===== config.mk =====
export PLATFORM = sky130hd
export DESIGN_NAME = trip_supervisor
export DESIGN_NICKNAME = d
export VERILOG_FILES = /design/src/rtl/trip_sup_pkg.sv /design/src/rtl/residue_window.sv /design/src/rtl/trip_security.sv /design/src/rtl/trip_hold.sv /design/src/rtl/trip_supervisor.sv
export SDC_FILE = /design/constraint.sdc
export NUM_CORES = 1
export LEC_CHECK = 0
export ABC_AREA = 1
export BUFFER_PORTS_ARGS = -buffer_cell sky130_fd_sc_hd__buf_2
export CAP_MARGIN = 10
export CORE_UTILIZATION = 45
export CTS_BUF_LIST = sky130_fd_sc_hd__clkbuf_8
export DETAILED_ROUTE_END_ITERATION = 8
export GPL_TIMING_DRIVEN = 1
export PLACE_DENSITY_LB_ADDON = 0.2
export SLEW_MARGIN = 20
export SYNTH_ARGS = -nofsm -noshare
export SYNTH_HDL_FRONTEND = slang
export SYNTH_SLANG_ARGS = --single-unit

===== constraint.sdc =====
create_clock -name clk -period 26.3 [get_ports clk]
set_input_delay 7.89 -clock clk [delete_from_list [all_inputs] [get_ports clk]]
set_output_delay 7.89 -clock clk [all_outputs]
set_load 0.05 [all_outputs]

===== src/rtl/trip_sup_pkg.sv =====
package trip_sup_pkg;

    typedef enum logic [1:0] {
        BAND_BELOW  = 2'd0,
        BAND_INSIDE = 2'd1,
        BAND_ABOVE  = 2'd2
    } band_e;

    typedef struct packed {
        logic [2:0] gnd;
        logic [2:0] ph;
    } zone_req_t;

    function automatic band_e classify(input logic signed [31:0] total,
                                       input logic signed [31:0] bound);
        if (total > bound)
            return BAND_ABOVE;
        else if (total < -bound)
            return BAND_BELOW;
        return BAND_INSIDE;
    endfunction

    function automatic logic any_request(input zone_req_t r);
        return (|r.gnd) | (|r.ph);
    endfunction

endpackage


===== src/rtl/residue_window.sv =====
module residue_window
    import trip_sup_pkg::*;
#(
    parameter int SAMPLE_W = 16,
    parameter int WIN_LEN  = 12,
    parameter int LIMIT    = 1
) (
    input  logic                       clk,
    input  logic                       rst,
    input  logic                       smp_valid,
    input  logic signed [SAMPLE_W-1:0] smp,
    output logic                       unfit
);
    localparam int SUM_W = SAMPLE_W + $clog2(WIN_LEN) + 1;
    localparam int CNT_W = $clog2(WIN_LEN + 1);
    localparam int BOUND = LIMIT * WIN_LEN;
    localparam logic signed [SUM_W-1:0] SUM_MAX = SUM_W'(WIN_LEN) <<< (SAMPLE_W - 1);

    logic signed [SAMPLE_W-1:0] dly [WIN_LEN];
    logic signed [SUM_W-1:0]    sum;
    logic [CNT_W-1:0]           fill;
    logic signed [SUM_W-1:0]    new_ext, old_ext;
    band_e                      band;

    assign new_ext = {{(SUM_W-SAMPLE_W){smp[SAMPLE_W-1]}}, smp};
    assign old_ext = {{(SUM_W-SAMPLE_W){dly[WIN_LEN-1][SAMPLE_W-1]}}, dly[WIN_LEN-1]};

    always_ff @(posedge clk) begin
        if (rst) begin
            sum  <= '0;
            fill <= '0;
            for (int i = 0; i < WIN_LEN; i++) dly[i] <= '0;
        end else if (smp_valid) begin
            dly[0] <= smp;
            for (int i = 1; i < WIN_LEN; i++) dly[i] <= dly[i-1];
            sum <= sum + new_ext - old_ext;
            if (fill != CNT_W'(WIN_LEN)) fill <= fill + 1'b1;
        end
    end

    assign band  = classify(32'(sum), 32'(BOUND));
    assign unfit = (fill != CNT_W'(WIN_LEN)) || (band != BAND_INSIDE);


    sum_range_chk: assert property (@(posedge clk) disable iff (rst)
        (sum <= SUM_MAX) && (sum >= -SUM_MAX));


    idle_hold_chk: assert property (@(posedge clk) disable iff (rst)
        !smp_valid |=> $stable(sum) && $stable(fill));

endmodule


===== src/rtl/trip_security.sv =====
module trip_security #(
    parameter int SEC_COUNT = 2
) (
    input  logic clk,
    input  logic rst,
    input  logic smp_valid,
    input  logic req,
    output logic qualified
);
    localparam int CW = $clog2(SEC_COUNT + 1);

    logic [CW-1:0] cnt;

    always_ff @(posedge clk) begin
        if (rst)
            cnt <= '0;
        else if (smp_valid) begin
            if (!req)
                cnt <= '0;
            else if (cnt != CW'(SEC_COUNT))
                cnt <= cnt + 1'b1;
        end
    end

    assign qualified = (cnt == CW'(SEC_COUNT));


    qual_on_strobe_chk: assert property (@(posedge clk) disable iff (rst)
        $rose(qualified) |-> $past(smp_valid) && $past(req));

endmodule


===== src/rtl/trip_hold.sv =====
module trip_hold (
    input  logic clk,
    input  logic rst,
    input  logic set,
    input  logic clr,
    output logic held
);
    always_ff @(posedge clk) begin
        if (rst || clr)
            held <= 1'b0;
        else if (set)
            held <= 1'b1;
    end


    latch_keep_chk: assert property (@(posedge clk) disable iff (rst)
        held && !clr |=> held);


    clear_wins_chk: assert property (@(posedge clk) disable iff (rst)
        clr |=> !held);

endmodule


===== src/rtl/trip_supervisor.sv =====
module trip_supervisor
    import trip_sup_pkg::*;
#(
    parameter int SAMPLE_W  = 16,
    parameter int WIN_LEN   = 12,
    parameter int LIMIT     = 1,
    parameter int SEC_COUNT = 2
) (
    input  logic                       clk,
    input  logic                       rst,
    input  logic                       smp_valid,
    input  logic signed [SAMPLE_W-1:0] smp_a,
    input  logic signed [SAMPLE_W-1:0] smp_b,
    input  logic signed [SAMPLE_W-1:0] smp_c,
    input  logic [2:0]                 zone_gnd,
    input  logic [2:0]                 zone_ph,
    input  logic                       sir_high,
    input  logic                       latch_clr,
    output logic                       sig_unfit,
    output logic                       trip_fwd,
    output logic                       brk_trip
);
    localparam int PHASES = 3;

    logic signed [SAMPLE_W-1:0] smp_arr [PHASES];
    logic [PHASES-1:0]          unfit_vec;
    zone_req_t                  req;
    logic                       qualified;

    assign smp_arr[0] = smp_a;
    assign smp_arr[1] = smp_b;
    assign smp_arr[2] = smp_c;

    for (genvar p = 0; p < PHASES; p++) begin : g_phase
        residue_window #(
            .SAMPLE_W(SAMPLE_W),
            .WIN_LEN (WIN_LEN),
            .LIMIT   (LIMIT)
        ) u_win (
            .clk      (clk),
            .rst      (rst),
            .smp_valid(smp_valid),
            .smp      (smp_arr[p]),
            .unfit    (unfit_vec[p])
        );
    end

    assign sig_unfit = |unfit_vec;

    assign req.gnd = zone_gnd;
    assign req.ph  = zone_ph;

    trip_security #(.SEC_COUNT(SEC_COUNT)) u_sec (
        .clk      (clk),
        .rst      (rst),
        .smp_valid(smp_valid),
        .req      (any_request(req)),
        .qualified(qualified)
    );

    assign trip_fwd = qualified && !(sig_unfit && sir_high);

    trip_hold u_hold (
        .clk (clk),
        .rst (rst),
        .set (trip_fwd),
        .clr (latch_clr),
        .held(brk_trip)
    );


    no_blocked_set_chk: assert property (@(posedge clk) disable iff (rst)
        $rose(brk_trip) |-> !($past(sig_unfit) && $past(sir_high)));


    set_source_chk: assert property (@(posedge clk) disable iff (rst)
        $rose(brk_trip) |-> $past(trip_fwd));

endmodule


[Word level (Yosys, flattened, before mapping)]
Memories as Yosys holds them, arrays and structs flattened.
Cells that the tools add are included.
Word-level totals
  memories: 3
  memory bits (writable): 576
  word-level logic and storage cells: 145
  bits in registers: 78
  bits of input ports: 59
  output and inout bits: 3
Operators by class
  eq/ne operators: 9
  reduce and logical (&&, ||, !) cells: 14
  order comparisons: 6
  mux-type cells: 58
  bitwise logic cells: 37
  $add $sub $neg: 10
Memories
  g_phase[0].u_win.dly: depth 12, bits a word 16, rd ports 12, clocked after Yosys merged registers in 0, wr ports 12, line residue_window.sv:19  | logic signed [SAMPLE_W-1:0] dly [WIN_LEN];
  g_phase[1].u_win.dly: depth 12, bits a word 16, rd ports 12, clocked after Yosys merged registers in 0, wr ports 12, line residue_window.sv:19
  g_phase[2].u_win.dly: depth 12, bits a word 16, rd ports 12, clocked after Yosys merged registers in 0, wr ports 12, line residue_window.sv:19
Operators with widths (count)
  $mux 16: 36
  $add 21x16->21: 3
  $gt 21x5->1 const B: 3
  $lt 21x5->1 const B: 3
  $sub 21x16->21: 3
  $or 1x1->1: 37
  $mux 2: 11
  $add 4x1->4 const B: 3
  $ne 4x4->1 const B: 3
  $mux 1: 11
  $reduce_or 3->1: 3
  $reduce_and 2->1: 4
  $ne 2x1->1 const B: 3
  $logic_or 1x1->1: 4
  $ne 2x2->1 const B: 2
  $add 2x1->2 const B: 1
  $eq 2x2->1 const B: 1
  $logic_and 1x1->1: 2
  $logic_not 1->1: 1

[Logic depth before layout (Yosys ltp)]
  word-level depth: 10
  depth in mapped cells: 16
  depth with buffers taken out: 16

[Modules after synthesis]
Synthesis repeated with hierarchy kept, for this count alone.
Second synthesis, totals
  cells, all modules: 3207
  area, all modules: 30943.4 um^2
By module, submodules not included
  residue_window at g_phase[1].u_win ...: cells each 1058, sequential area each 6266.0 um^2, instances 2, area an instance 10191.0 um^2
  residue_window at g_phase[0].u_win: cells each 1056, sequential area each 6266.0 um^2, instances 1, area an instance 10357.4 um^2
  trip_security: cells each 21, sequential area each 40.0 um^2, instances 1, area an instance 122.6 um^2
  trip_supervisor: cells each 8, sequential area each 0.0 um^2, instances 1, area an instance 42.5 um^2
  trip_hold: cells each 6, sequential area each 20.0 um^2, instances 1, area an instance 38.8 um^2

[Worst setup path after synthesis]
No wires, ideal clock.
  path kind: input to register
  from: input smp_valid
  to: memory g_phase[0].u_win.dly[0][0] (enable)
  stages on the path: 3
  required time: 25134 ps
  path buffers: 1
  library setup time: 1166 ps
  slack: 1405 ps
  arrival: 23729 ps
  path through: nor2_1 -> clkinv_1 -> clkbuf_1
RTL lines
  from (decl): line trip_supervisor.sv:11  | input logic smp_valid,
  to (decl): line residue_window.sv:19

[Final worst setup path]
  from: input sir_high
  to: output trip_fwd
Between the ends
  word-level cells in the longest chain between the ends: 3
Ends and longest elaborated chain
  from (decl): line trip_supervisor.sv:17  | input logic sir_high,
  $logic_and 1x1->1: line trip_supervisor.sv:61  | assign trip_fwd = qualified && !(sig_unfit && sir_high);
  $logic_not 1->1: line trip_supervisor.sv:61
  $logic_and 1x1->1: line trip_supervisor.sv:61
  to (decl): line trip_supervisor.sv:20  | output logic trip_fwd,
Every way passes these cells.

==> results.json <==
{
  "crit_buf_inv": 3,
  "clock-sinks": 654,
  "fin_cells": 4133,
  "synth_ff_type": "edfxtp_1",
  "arrival_ns": 8.43,
  "ys_ff_latch": 654,
  "die_h_um": 262,
  "hold_viol": 0,
  "clockBufferDepth": 3,
  "clk_pin_slew_ns": 0.07,
  "coreArea_mm2": 0.0663,
  "synth_area_leaders": "edfxtp_1 57%, inv_1 11%, nor2_1 8.6%, dfxtp_1 5.1%, fa_1 4.0%",
  "finalSetupTns_ns": 0,
  "power_density_mw_per_mm2": 89.5,
  "nets": 3375,
  "crit_top_cell": "buf_2",
  "synth_cell_types": 39,
  "start_util": 0.458,
  "drv_slew": 0,
  "syn_avg_cell_area_um2": 9.87,
  "critPathRequiredTime_ns": 18.41,
  "antenna_left": 0,
  "hold_path.class": "flop to flop",
  "viasPerCell": 4.60,
  "drc": 0,
  "die_x_um": 262,
  "place.gp.congestion": 0.875,
  "drt_pass1_iterations": 5,
  "async_flop_share": 0,
  "seq_power_share": 0.429,
  "total_power_mw": 3.00,
  "ctsResizeCount": 0,
  "dr.first_iter.drc_count": 1166,
  "cts_tree": "done",
  "max_stage_delay_ns": 0.25,
  "grt_max_degree": 204,
  "power.leakage_nw": 14.8,
  "dp.cells": 3938,
  "max_slew_margin": 0.225,
  "synth_top_family_by_area": "simple AND/OR/NAND/NOR gates",
  "critPathMaxFanout": 2,
  "wl_per_cell_um": 13.6,
  "path_delay_family": "buffers and inverters",
  "r2r-start": "g_phase[1].u_win.sum[0]",
  "synth_nets": 3272,
  "netlist_area_mm2": 0.0304,
  "max_cap_viol_count": 0,
  "overflow": 0,
  "synth.area.mux_share": 0,
  "rsz0062_at_grt": "no",
  "clock.fmax_ghz": 0.0613,
  "swShare": 0.349,
  "outcome": "completed",
  "fin_crit_sh": 0.621,
  "synth-seq-area-share": 0.620,
  "skew_ns": 0.0340,
  "pre_cts_ws_ns": 9.97,
  "vias": 19000,
  "cp_slowest_cell": "buf_2",
  "fillers": 6207,
  "p_int_mw": 1.95,
  "grt_use_total": 0.170,
  "final.min_clock_period_ns": 16.32,
  "drt_wl_total_mm": 56.1,
  "synthSimpleGateAreaFrac": 0.142,
  "yosysTopAreaCell": "edfxtp_1",
  "die_area_mm2": 0.0686,
  "synthAdderAreaFrac": 0.0696,
  "std_cell_rows": 94,
  "post-cts-setup-buffers": 0,
  "yosysMostFrequentCell": "inv_1",
  "h-tree-depth": 3,
  "cts_buffers": 107,
  "drive_gt1_frac": 0.0664,
  "synth_top_area_frac": 0.569,
  "syn_inst": 3080,
  "synth_edf_count": 576,
  "grt_pass1_wl_mm": 93.6,
  "peakVddDrop_v": 0.0000411,
  "antenna_found_initial": 2,
  "clock_latency_ns": 0.70,
  "synth_compound_area_frac": 0.0460,
  "crit_start": "sir_high",
  "numPortBuffers": 61,
  "dp_hpwl_mm": 36.0,
  "ctsHoldBuffers": 0,
  "hold_start": "u_hold.held",
  "synth_xor_area_frac": 0.00202,
  "setup_viol": 0,
  "setup_slack_ns": 9.98,
  "path_cells": "buf_2 > o21ai_0 > nand2_1 > inv_1 > buf_2",
  "p_comb_frac": 0.297,
  "crit_type": "input port to output port",
  "ios": 62,
  "cts.root.buffer_cell": "clkbuf_8",
  "endpoint_kind": "output port",
  "yosys-top-cells-count": "859 x inv_1, 695 x nor2_1, 576 x edfxtp_1",
  "area_growth_pct": 10.1,
  "ys_warn_count": 0,
  "cp-start-kind": "input port",
  "power_frac_clock": 0.274,
  "tightest_slew_ns": 1.16,
  "grt_pass1_vias": 18900,
  "p_sw_mw": 1.04
}
## layer usage
layer / up-vias / GRT usage / part of all wire
met5: - / 0 / 0
met4: 0 / 0.0575 / 0.023
met3: 94 / 0.0290 / 0.035
met2: 275 / 0.261 / 0.44
met1: 8934 / 0.245 / 0.50
li1: 9715 / - / -
## cell families (layout without fill, tap and decap cells)
group / count (synthesis) / after routing
AOI/OAI and AO/OA: 252 / 252
and+or+nand+nor: 1095 / 1095
other: 0 / 2
buffers and inverters: 939 / 1126
adders and majority gates: 133 / 133
xor gates and xnor gates: 7 / 7
DFF: 654 / 654
## worst min-delay path, cell delays in order, from the launching register on
cell	delay, ns
dfxtp_1	0.31
inv_1	0.05
a21oi_1	0.05
## power by group through the flow
stage                     registers [mW]  logic (mW)  clock network (mW)
final                               1.28       0.891               0.821
after global routing                1.30        1.02               0.895
after CTS                           1.28       0.896               0.853
after detailed placement            1.30       0.890                   0
after global placement              1.30       0.885                   0
after floorplan                     1.32       0.667                   0
## flip-flops by register name (all words and copies together) (netlist names)
name,count
g_phase.u_win.dly,576
g_phase.u_win.fill,12
g_phase.u_win.sum,63
u_hold.held,1
u_sec.cnt,2
## placed cells by master, fill, tap and decap left out, types with 6 or more instances in the layout
master    count
o21ai_2       9
o21ai_0      82
nand2_1     270
clkinv_1     12
ha_1         73
inv_1       912
clkinv_2      6
nand3_1      78
buf_4         9
o21ai_1      12
dfxtp_1      78
edfxtp_1    576
nor2_1      694
nor4_1        6
nor3_1       22
clkbuf_8    117
o22ai_1      20
o21bai_1     11
fa_1         60
o21a_1        6
buf_2        60
nand4_1      13
a21oi_1      99
## per-stage QoR
stage	util	hold WS (ns)	area (µm²)
global placement	0.475	0.433	31500
detailed placement	0.475	0.445	31500
global route	0.505	0.483	33500
floorplan	-	0.423	30400
finish	0.505	0.454	33500
CTS	0.505	0.454	33500
## path summary, 6_finish.rpt
check        slack [ns]                        to  cells past startpoint
max                9.98                  trip_fwd                      5
min reg2reg        0.45               u_hold.held                      2
min                0.45               u_hold.held                      2
max reg2reg       23.59  g_phase[1].u_win.sum[14]                     14
## area by class of cell
| type | instances | area, µm² | area share |
|---|---|---|---|
| clock inverters | 76 | 365 | 0.0109 |
| diodes | 2 | 5.00 | 0.000150 |
| repair buffers | 71 | 408 | 0.0122 |
| flip-flops and latches | 654 | 18900 | 0.563 |
| clock buffers | 117 | 1610 | 0.0481 |
| multi-input cells | 1487 | 7900 | 0.236 |
| well taps | 864 | 1080 | 0.0323 |
| inverters | 862 | 3250 | 0.0971 |
Power figures use the tool's default switching activity.
